$ cat src/rtl/coh_pkg.sv
package coh_pkg;

    typedef enum logic [1:0] {
        LS_INV = 2'b00,
        LS_SHR = 2'b01,
        LS_MOD = 2'b10
    } line_st_e;

    typedef enum logic [2:0] {
        BOP_NONE = 3'd0,
        BOP_RD   = 3'd1,
        BOP_RDX  = 3'd2,
        BOP_UPG  = 3'd3,
        BOP_WB   = 3'd4
    } bus_op_e;

endpackage

$ cat src/rtl/coh_line_table.sv
module coh_line_table
    import coh_pkg::*;
#(
    parameter int LINES  = 8,
    parameter int TAG_W  = 9,
    parameter int DATA_W = 32,
    localparam int IDX_W = $clog2(LINES)
) (
    input  logic              clk,
    input  logic              rst_n,
    input  logic [IDX_W-1:0]  loc_idx,
    output line_st_e          loc_state,
    output logic [TAG_W-1:0]  loc_tag,
    output logic [DATA_W-1:0] loc_data,
    input  logic              loc_we,
    input  line_st_e          loc_state_new,
    input  logic [TAG_W-1:0]  loc_tag_new,
    input  logic [DATA_W-1:0] loc_data_new,
    input  logic [IDX_W-1:0]  snp_idx,
    output line_st_e          snp_state,
    output logic [TAG_W-1:0]  snp_tag,
    output logic [DATA_W-1:0] snp_data,
    input  logic              snp_we,
    input  line_st_e          snp_state_new
);

    line_st_e          st_d   [LINES];
    line_st_e          st_q   [LINES];
    logic [TAG_W-1:0]  tag_d  [LINES];
    logic [TAG_W-1:0]  tag_q  [LINES];
    logic [DATA_W-1:0] data_d [LINES];
    logic [DATA_W-1:0] data_q [LINES];

    assign loc_state = st_q[loc_idx];
    assign loc_tag   = tag_q[loc_idx];
    assign loc_data  = data_q[loc_idx];
    assign snp_state = st_q[snp_idx];
    assign snp_tag   = tag_q[snp_idx];
    assign snp_data  = data_q[snp_idx];

    always_comb begin
        st_d   = st_q;
        tag_d  = tag_q;
        data_d = data_q;
        if (loc_we) begin
            st_d[loc_idx]   = loc_state_new;
            tag_d[loc_idx]  = loc_tag_new;
            data_d[loc_idx] = loc_data_new;
        end
        // snoop updates win: the bus orders remote traffic first
        if (snp_we) begin
            st_d[snp_idx] = snp_state_new;
        end
    end

    always_ff @(posedge clk) begin
        if (!rst_n) begin
            for (int i = 0; i < LINES; i++) begin
                st_q[i]   <= LS_INV;
                tag_q[i]  <= '0;
                data_q[i] <= '0;
            end
        end else begin
            st_q   <= st_d;
            tag_q  <= tag_d;
            data_q <= data_d;
        end
    end

endmodule

$ cat src/rtl/coh_snoop_dec.sv
module coh_snoop_dec
    import coh_pkg::*;
#(
    parameter int TAG_W = 9
) (
    input  logic             snp_valid,
    input  logic [2:0]       snp_op,
    input  logic [TAG_W-1:0] snp_tag,
    input  line_st_e         line_state,
    input  logic [TAG_W-1:0] line_tag,
    output logic             snp_hit,
    output logic             upd,
    output line_st_e         new_state,
    output logic             supply
);

    logic held;

    assign held = snp_valid && (line_state != LS_INV) && (line_tag == snp_tag);

    always_comb begin
        snp_hit   = 1'b0;
        upd       = 1'b0;
        new_state = line_state;
        supply    = 1'b0;
        if (held) begin
            unique case (snp_op)
                BOP_RD: begin
                    snp_hit = 1'b1;
                    if (line_state == LS_MOD) begin
                        upd       = 1'b1;
                        new_state = LS_SHR;
                        supply    = 1'b1;
                    end
                end
                BOP_RDX: begin
                    snp_hit   = 1'b1;
                    upd       = 1'b1;
                    new_state = LS_INV;
                    supply    = (line_state == LS_MOD);
                end
                BOP_UPG: begin
                    snp_hit   = 1'b1;
                    upd       = 1'b1;
                    new_state = LS_INV;
                end
                default: ;
            endcase
        end
    end

endmodule

$ cat src/rtl/coh_req_ctl.sv
module coh_req_ctl
    import coh_pkg::*;
#(
    parameter int TAG_W  = 9,
    parameter int DATA_W = 32
) (
    input  logic              cpu_req,
    input  logic              cpu_we,
    input  logic [TAG_W-1:0]  cpu_tag,
    input  logic [DATA_W-1:0] cpu_wdata,
    input  line_st_e          line_state,
    input  logic [TAG_W-1:0]  line_tag,
    input  logic [DATA_W-1:0] line_data,
    input  logic              bus_gnt,
    input  logic [DATA_W-1:0] bus_rdata,
    input  logic              collide,
    output logic              cpu_ready,
    output logic [DATA_W-1:0] cpu_rdata,
    output logic              bus_req,
    output bus_op_e           bus_op,
    output logic              wb_sel,
    output logic              loc_we,
    output line_st_e          loc_state_new,
    output logic [TAG_W-1:0]  loc_tag_new,
    output logic [DATA_W-1:0] loc_data_new
);

    logic tag_eq;
    logic hit;

    assign tag_eq = (line_state != LS_INV) && (line_tag == cpu_tag);
    assign hit    = tag_eq && (!cpu_we || line_state == LS_MOD);

    always_comb begin
        cpu_ready     = 1'b0;
        cpu_rdata     = line_data;
        bus_req       = 1'b0;
        bus_op        = BOP_NONE;
        wb_sel        = 1'b0;
        loc_we        = 1'b0;
        loc_state_new = line_state;
        loc_tag_new   = line_tag;
        loc_data_new  = line_data;
        if (cpu_req && hit) begin
            cpu_ready = !collide;
            if (cpu_we && !collide) begin
                loc_we        = 1'b1;
                loc_state_new = LS_MOD;
                loc_data_new  = cpu_wdata;
            end
        end else if (cpu_req) begin
            bus_req = 1'b1;
            if (!tag_eq && line_state == LS_MOD) begin
                bus_op = BOP_WB;
                wb_sel = 1'b1;
            end else if (!cpu_we) begin
                bus_op = BOP_RD;
            end else if (tag_eq) begin
                bus_op = BOP_UPG;
            end else begin
                bus_op = BOP_RDX;
            end
            if (bus_gnt && !collide) begin
                loc_we = 1'b1;
                unique case (bus_op)
                    BOP_WB: begin
                        loc_state_new = LS_INV;
                    end
                    BOP_RD: begin
                        cpu_ready     = 1'b1;
                        cpu_rdata     = bus_rdata;
                        loc_state_new = LS_SHR;
                        loc_tag_new   = cpu_tag;
                        loc_data_new  = bus_rdata;
                    end
                    default: begin
                        cpu_ready     = 1'b1;
                        loc_state_new = LS_MOD;
                        loc_tag_new   = cpu_tag;
                        loc_data_new  = cpu_wdata;
                    end
                endcase
            end
        end
    end

endmodule

$ cat src/rtl/snoop_agent.sv
module snoop_agent
    import coh_pkg::*;
#(
    parameter int ADDR_W = 12,
    parameter int DATA_W = 32,
    parameter int LINES  = 8,
    localparam int IDX_W = $clog2(LINES),
    localparam int TAG_W = ADDR_W - IDX_W
) (
    input  logic              clk,
    input  logic              rst_n,
    input  logic              cpu_req,
    input  logic              cpu_we,
    input  logic [ADDR_W-1:0] cpu_addr,
    input  logic [DATA_W-1:0] cpu_wdata,
    output logic              cpu_ready,
    output logic [DATA_W-1:0] cpu_rdata,
    output logic              bus_req,
    input  logic              bus_gnt,
    output logic [2:0]        bus_op,
    output logic [ADDR_W-1:0] bus_addr,
    output logic [DATA_W-1:0] bus_wdata,
    input  logic [DATA_W-1:0] bus_rdata,
    input  logic              snp_valid,
    input  logic [2:0]        snp_op,
    input  logic [ADDR_W-1:0] snp_addr,
    output logic              sup_valid,
    output logic [DATA_W-1:0] sup_data
);

    typedef struct packed {
        logic              valid;
        logic [DATA_W-1:0] data;
    } sup_t;

    sup_t sup_d, sup_q;

    logic [IDX_W-1:0]  cpu_idx, snp_idx;
    logic [TAG_W-1:0]  cpu_tag, snp_tag;
    line_st_e          a_state, b_state, loc_state_new, snp_state_new;
    logic [TAG_W-1:0]  a_tag, b_tag, loc_tag_new;
    logic [DATA_W-1:0] a_data, b_data, loc_data_new;
    logic              loc_we, snp_we, snp_hit, snp_supply, wb_sel, collide;
    bus_op_e           op_int;

    assign cpu_idx = cpu_addr[IDX_W-1:0];
    assign cpu_tag = cpu_addr[ADDR_W-1:IDX_W];
    assign snp_idx = snp_addr[IDX_W-1:0];
    assign snp_tag = snp_addr[ADDR_W-1:IDX_W];
    assign collide = cpu_req && snp_hit && (snp_idx == cpu_idx);

    coh_line_table #(.LINES(LINES), .TAG_W(TAG_W), .DATA_W(DATA_W)) u_table (
        .clk          (clk),
        .rst_n        (rst_n),
        .loc_idx      (cpu_idx),
        .loc_state    (a_state),
        .loc_tag      (a_tag),
        .loc_data     (a_data),
        .loc_we       (loc_we),
        .loc_state_new(loc_state_new),
        .loc_tag_new  (loc_tag_new),
        .loc_data_new (loc_data_new),
        .snp_idx      (snp_idx),
        .snp_state    (b_state),
        .snp_tag      (b_tag),
        .snp_data     (b_data),
        .snp_we       (snp_we),
        .snp_state_new(snp_state_new)
    );

    coh_snoop_dec #(.TAG_W(TAG_W)) u_snoop (
        .snp_valid (snp_valid),
        .snp_op    (snp_op),
        .snp_tag   (snp_tag),
        .line_state(b_state),
        .line_tag  (b_tag),
        .snp_hit   (snp_hit),
        .upd       (snp_we),
        .new_state (snp_state_new),
        .supply    (snp_supply)
    );

    coh_req_ctl #(.TAG_W(TAG_W), .DATA_W(DATA_W)) u_req (
        .cpu_req      (cpu_req),
        .cpu_we       (cpu_we),
        .cpu_tag      (cpu_tag),
        .cpu_wdata    (cpu_wdata),
        .line_state   (a_state),
        .line_tag     (a_tag),
        .line_data    (a_data),
        .bus_gnt      (bus_gnt),
        .bus_rdata    (bus_rdata),
        .collide      (collide),
        .cpu_ready    (cpu_ready),
        .cpu_rdata    (cpu_rdata),
        .bus_req      (bus_req),
        .bus_op       (op_int),
        .wb_sel       (wb_sel),
        .loc_we       (loc_we),
        .loc_state_new(loc_state_new),
        .loc_tag_new  (loc_tag_new),
        .loc_data_new (loc_data_new)
    );

    assign bus_op    = op_int;
    assign bus_addr  = wb_sel ? {a_tag, cpu_idx} : cpu_addr;
    assign bus_wdata = wb_sel ? a_data : '0;

    always_comb begin
        sup_d.valid = snp_supply;
        sup_d.data  = snp_supply ? b_data : sup_q.data;
    end

    always_ff @(posedge clk) begin
        if (!rst_n) begin
            sup_q <= '0;
        end else begin
            sup_q <= sup_d;
        end
    end

    assign sup_valid = sup_q.valid;
    assign sup_data  = sup_q.data;

endmodule

$ cat config.mk
export PLATFORM = sky130hd
export DESIGN_NAME = snoop_agent
export DESIGN_NICKNAME = d
export VERILOG_FILES = /design/src/rtl/coh_pkg.sv /design/src/rtl/coh_line_table.sv /design/src/rtl/coh_snoop_dec.sv /design/src/rtl/coh_req_ctl.sv /design/src/rtl/snoop_agent.sv
export SDC_FILE = /design/constraint.sdc
export NUM_CORES = 1
export LEC_CHECK = 0
export ABC_AREA = 1
export ABC_CLOCK_PERIOD_IN_PS = 4400
export BUFFER_PORTS_ARGS = -buffer_cell sky130_fd_sc_hd__buf_2
export CELL_PAD_IN_SITES_DETAIL_PLACEMENT = 0
export CELL_PAD_IN_SITES_GLOBAL_PLACEMENT = 1
export CORE_MARGIN = 4
export CORE_UTILIZATION = 35
export DETAILED_ROUTE_END_ITERATION = 10
export PLACE_DENSITY = 0.74
export SLEW_MARGIN = 20
export SYNTH_ARGS = -nofsm -noshare
export SYNTH_HDL_FRONTEND = slang
export SYNTH_SLANG_ARGS = --single-unit
$ cat constraint.sdc
create_clock -name clk -period 4.4 [get_ports clk]
set_input_delay 0.88 -clock clk [delete_from_list [all_inputs] [get_ports clk]]
set_output_delay 0.88 -clock clk [all_outputs]
set_load 0.1 [all_outputs]
==> Yosys cells after proc, flatten, opt, wreduce, memory -nomap -nowiden <==
Index checks and enable logic that the tools add are counted.
{ "op_classes": {"n_reduce_logical": 20, "muxes": 82, "n_eq_ne": 10, "n_lt_le_gt_ge": 4, "n_bitwise": 2} }
{ "ops": {"columns": ["operator", "count"], "rows": [
  ["$mux W32", 14],
  ["$bwmux W256", 1],
  ["$bmux W32 S3", 2],
  ["$demux W32 S3", 1],
  ["$mux W9", 9],
  ["$bwmux W72", 1],
  ["$pmux W32 S2", 1],
  ["$bmux W9 S3", 2],
  ["$bwmux W16", 2],
  ["$mux W16", 2],
  ["$demux W9 S3", 1],
  ["$mux W2", 12],
  ["$mux W1", 19],
  ["$eq A9 B9 Y1", 2],
  ["$mux W3", 6],
  ["$bmux W2 S3", 2],
  ["$demux W2 S3", 2],
  ["$logic_and A1 B1 Y1", 12],
  ["$mux W12", 1],
  ["$ge A4 B4 Y1 const B", 2],
  ["$lt A4 B1 Y1 const B", 2],
  ["$not A3 Y4", 2],
  ["$pmux W2 S2", 2],
  ["$eq A3 B1 Y1 const B", 2],
  ["10 further kinds", 16]
]} }
{ "totals": {"input_bits": 97, "out_inout_bits": 114, "wordCells": 144, "register_bits": 377} }

==> Logic depth before layout (Yosys ltp) <==
{ "logic_depth": {"depth_word": 20, "depth_mapped": 26} }

==> Modules after synthesis <==
From an unflattened synthesis, not the netlist that was laid out.
{ "unflattened": {"cells_unflattened": 4034, "hier_area_um2": 23333.6} }
{ "by_module_without_submodules": {"columns": ["module", "n_inst", "cells_per_inst", "area_per_inst_um2"], "rows": [
  ["coh_line_table", 1, 3109, 18856.8],
  ["coh_req_ctl", 1, 574, 2464.9],
  ["snoop_agent", 1, 258, 1616.6],
  ["coh_snoop_dec", 1, 93, 395.4]
]} }

==> Least setup slack after synthesis <==
OpenSTA, ideal clock, no wires.
{ "synth_path": {"path_kind": "input -> output", "from": "in cpu_addr[0]", "to": "out bus_addr[10]", "t_arrival_ps": 5118, "path_slack_ps": -1598, "required_time_ps": 3520, "path_stages": 18, "path_cell_list": "buf_6 buf_6 o21ai_0 nand2_1 nand2_1 nand2_1 nand2_1 xor2_1 nand2_1 nor2_4 nand2_1 nand2_2 buf_4 buf_4 nor2_1 buf_2 buf_2 o21ai_0"} }
{ "synth_between": {"elab_chain_len": 12, "elab_cells_between_ends": 20, "classes_between": "eq/ne (2); mux (10); bitwise (1); reduce/logical (7)"} }
{ "synth_rtl": {"columns": ["element", "line_no", "rtl"], "rows": [
  ["start, declared", "snoop_agent.sv:14", "input logic [ADDR_W-1:0] cpu_addr,"],
  ["$not A3 Y4 (not written as such) (*)", "coh_line_table.sv:34, coh_line_table.sv:35", null],
  ["$bmux W9 S3 or $bmux W2 S3 (tied branches)", "coh_line_table.sv:35, coh_line_table.sv:34", null],
  ["$mux W9 (not written as such) or $mux W2 (tied branches) (2 in a row)", "coh_line_table.sv:35, coh_line_table.sv:34", null],
  ["$eq A9 B9 Y1 or $reduce_bool A2 Y1 (tied branches)", "coh_req_ctl.sv:31", "assign tag_eq = (line_state != LS_INV) && (line_tag == cpu_tag);"],
  ["$logic_and A1 B1 Y1", "coh_req_ctl.sv:31", null],
  ["$logic_not A1 Y1", "coh_req_ctl.sv:53", "if (!tag_eq && line_state == LS_MOD) begin"],
  ["$logic_and A1 B1 Y1", "coh_req_ctl.sv:53", null],
  ["$mux W1", "coh_req_ctl.sv:53", null],
  ["$mux W1", "coh_req_ctl.sv:51", "end else if (cpu_req) begin"],
  ["$mux W1", "coh_req_ctl.sv:44", "if (cpu_req && hit) begin"],
  ["$mux W12 (*)", "snoop_agent.sv:106", "assign bus_addr = wb_sel ? {a_tag, cpu_idx} : cpu_addr;"],
  ["end, declared", "snoop_agent.sv:21", "output logic [ADDR_W-1:0] bus_addr,"]
]} }
Every way passes the cells marked *; elsewhere a longest branch is shown, timed or not. The select of a mux whose other input is x is not followed.

==> Final worst setup path <==
{ "layout_path": {"from": "in cpu_addr[0]", "to": "out cpu_rdata[30]"} }
{ "layout_between": {"elab_chain_len": 16, "elab_cells_between_ends": 33, "classes_between": "eq/ne (4); mux (18); bitwise (1); reduce/logical (10)"} }
{ "layout_rtl": {"columns": ["element", "line_no", "rtl"], "rows": [
  ["$not A3 Y4 (not written as such)", "coh_line_table.sv:34, coh_line_table.sv:35, coh_line_table.sv:36", null],
  ["$bmux W9 S3 or $bmux W2 S3 (tied branches)", "coh_line_table.sv:35, coh_line_table.sv:34", null],
  ["$mux W9 (not written as such) or $mux W2 (tied branches) (2 in a row)", "coh_line_table.sv:35, coh_line_table.sv:34", null],
  ["$eq A9 B9 Y1 or $reduce_bool A2 Y1 (tied branches)", "coh_req_ctl.sv:31", null],
  ["$logic_and A1 B1 Y1", "coh_req_ctl.sv:31", null],
  ["$mux W1 or $logic_not A1 Y1 (tied branches)", "coh_req_ctl.sv:58, coh_req_ctl.sv:53", null],
  ["$mux W3 or $logic_and A1 B1 Y1 (tied branches)", "coh_req_ctl.sv:56, coh_req_ctl.sv:53", null],
  ["$mux W3", "coh_req_ctl.sv:53", null],
  ["$mux W3", "coh_req_ctl.sv:51", null],
  ["$mux W3", "coh_req_ctl.sv:44", null],
  ["$eq A3 B1 Y1", "coh_req_ctl.sv:65", "unique case (bus_op)"],
  ["$mux W32", "coh_req_ctl.sv:65", null],
  ["$mux W32", "coh_req_ctl.sv:63", "if (bus_gnt && !collide) begin"],
  ["$mux W32", "coh_req_ctl.sv:51", null],
  ["$mux W32 (*)", "coh_req_ctl.sv:44", null],
  ["end, declared", "snoop_agent.sv:17", "output logic [DATA_W-1:0] cpu_rdata,"]
]} }
Marks and branches as above.

==> metrics.md <==
| Metric | Value |
|---|---|
| Outcome | completed |
| Mapped Cells | 3749 |
| Setup Fix Bufs, Post-CTS | 0 |
| RSZ-0062 raised after global routing | yes |
| Worst reg2reg setup slack | 1.15 ns |
| Hold_buf cts | 0 |
| Drt wl/cell | between 20 and 25 um |
| CP Max Fanout | 21 |
| Post-synth ARST share | 0 |
| Die area | 69700 sq um |
| Area delta synth->final | 24.9% |
| Die Ht | 264 um |
| M2 GR Usage | 0.446 |
| Fraction of layout instances using a drive strength above 1 | 0.142 |
| Root buffer cell | clkbuf_16 |
| Pwr/cell area | 314 nW/um^2 |
| Period utilisation layout | 0.954 |
| Gp weighted congestion | 0.868 |
| Syn avg cell area | 6.11 sq um |
| First-pass GRT wire length | 157000 um |
| Setup violators final | 0 |
| Register area share after synthesis | 0.329 |
| Leakage | 13.1 nW |
| Post-synth top flop | dfxtp_1 |
| Yosys warns | 0 |
| Final wirelength | 105000 um |
| Vias in the first global route | 24500 |
| Non-Filler Instances | 4814 |
| Vias per cell | 5.45 |
| VDD IR-drop max | 0.000249 V |
| Crit Path Category | in2out |
| Clock buffer count from CTS | 47 |
| Post-DP Area | 26900 sq um |
| HPWL after DPL | between 60000 and 70000 um |
| Period minus WS final | 4.20 ns |
| Clk slew on worst S/H paths | 0.06 ns |
| TritonCTS clock tree | built |
| Dpl ws | 0.0923 ns |
| GR peak layer | met2 |
| Final Cell Area | 28600 sq um |
| H-tree levels | 2 |
| Critical path endpoint category | output pin |
| Worst-Margin Slew | 0.857 ns |
| Max Cap Violations | 0 |
| Post-route setup slack | 0.203 ns |
| Initial Utilization | 0.354 |
| CTS max path bufs | 3 |
| Top cell type's share of synthesized area | 0.329 |
| Setup TNS | 0 ns |
| Fin Clk Skew | 0.0206 ns |
| Dominant cells by area after synthesis | dfxtp_1 (33%), nand2_1 (16%), inv_1 (11%) |
| Rows | 93 |
| Via count | 26300 |
| Post-synth EDFFs | 0 |
| ANT cells | 0 |
| Post-cts resize count | 0 |
| DR pass1 iterations | 6 |
| Synth Register Bits | 377 |
| Final ANT Viol Nets | 0 |
| CP required | 3.52 ns |
| Starting DRC count in detailed routing | 2989 |
| Count of pins over their slew limit | 0 |
| Maximum clock frequency | 238 MHz |
| Post-layout util | 0.443 |
| Skew-Pair Late Insertion Delay | 0.60 ns |
| GR Util met3 | 0.0523 |
| # clock sinks | 377 |
| Final Hold Fails | 0 |
| Hold Path Class | reg2reg |
| Arrival @ worst endpoint | approximately 3.3 ns |
| Fill count | 6904 |
| Total Nets Final | 4024 |
| Yosys top cell by area | dfxtp_1 |
| I/O Buffers | 210 |
| Syn nets | ~3800 |
| Core area | 64700 sq um |
| Met1 Use GR | 0.404 |
| Most common cell after layout, fill and taps aside | nand2_1 |
| Netlist Area Pre-Place | 22900 sq um |
| Largest net degree at the start of global routing | 103 |
| Most frequent cells in the layout | nand2_1 (959), inv_1 (665), dfxtp_1 (377) |
| Startpoint class of the critical path | input port |
| I/O Pins | 211 |
| Placed cell count | between 4000 and 5000 |
| Initial antenna violation count | 0 |
| Gr ovfl total | 0 |
| Rel. slew slack | 0.423 |
| Residual DRC | 0 |
| Die width | 264 um |
| Gr usage total | 0.289 |
| Synth cell types | 45 |
-- cell usage after synthesis (all sizes together), types with 2 or more instances --
library cell,number
a21oi,348
a221oi,71
a22oi,22
buf,138
clkbuf,97
clkinv,4
dfxtp,377
inv,681
nand2,971
nand3,364
nand3b,2
nand4,18
nor2,255
nor3,8
o2111ai,18
o211ai,6
o21ai,201
o21bai,3
o221ai,3
o22ai,148
or4,5
xor2,2
-- flip-flops by register name (all words and copies together), names as in the netlist --
signal          flops
sup_data           32
sup_valid           1
u_table.data_q    256
u_table.st_q       16
u_table.tag_q      72
-- worst paths after layout --
| kind | start | to | depth (start not counted) |
|---|---|---|---|
| hold reg to reg | sup_data[21]$_SDFFE_PN0P_ | sup_data[21]$_SDFFE_PN0P_ | 2 |
| setup / recovery | cpu_addr[0] | cpu_rdata[30] | 20 |
| setup reg to reg | u_table.tag_q[18]$_SDFFE_PN0P_ | u_table.data_q[71]$_SDFFE_PN0P_ | 22 |
| hold / removal | sup_data[21]$_SDFFE_PN0P_ | sup_data[21]$_SDFFE_PN0P_ | 2 |
-- worst max-delay path, cell delays in order --
cell and delay (ns):
buf_6 0.17, buf_12 0.19, nand2_1 0.07, nand2_1 0.07
nand2_1 0.05, nand2_1 0.09, nand2_1 0.07, nand2_1 0.09
nand2_1 0.05, nand2_1 0.07, nand3_1 0.12, nor2_4 0.18
nand2_1 0.14, nand2_4 0.14, nand2_1 0.11, nor2_4 0.19
buf_12 0.18, nand2_1 0.06, o21ai_1 0.12, clkbuf_16 0.24
-- metrics by stage --
step / hold WS (ns) / total power [mW]
after global placement: 0.432 / 4.84
after global routing: 0.463 / 9.24
after CTS: 0.446 / 8.99
after floorplan: 0.477 / 4.33
final: 0.442 / 8.99
after detailed placement: 0.433 / 4.84
-- metal layers --
metal / routed length (um) / vias up
met5: 0 / -
li1: - / 12400
met4: 4130 / 0
met1: 45200 / 12100
met3: 10400 / 277
met2: 45500 / 1442
-- final cells by class --
| cell class | instances | area, sq um | share of cell area |
|---|---|---|---|
| multi-input combinational | 2452 | 11900 | 0.417 |
| sequential | 377 | 7550 | 0.263 |
| timing repair buffer | 363 | 3860 | 0.135 |
| inverter | 685 | 2590 | 0.0906 |
| clock buffer | 64 | 1370 | 0.0479 |
| tap | 855 | 1070 | 0.0373 |
| clock inverter | 17 | 258 | 0.00900 |
| timing repair inverter | 1 | 8.76 | 0.000306 |
-- logic make-up after synthesis --
| family | Yosys count | share of synthesized area |
|---|---|---|
| XOR/XNOR | 2 | 0.000764 |
| flip-flops | 377 | 0.329 |
| buffers and inverters | 920 | 0.163 |
| AO/OA/AOI/OAI | 824 | 0.210 |
| AND/OR/NAND/NOR | 1626 | 0.297 |
-- report_power, final --
| group | switching, mW | total (mW) | internal [mW] |
|---|---|---|---|
| logic | 0.915 | 1.29 | 0.371 |
| clock network | 1.66 | 4.18 | 2.52 |
| registers | 0.0395 | 3.52 | 3.48 |
| total | 2.61 | 8.99 | 6.37 |
Power figures use the tool's default switching activity.
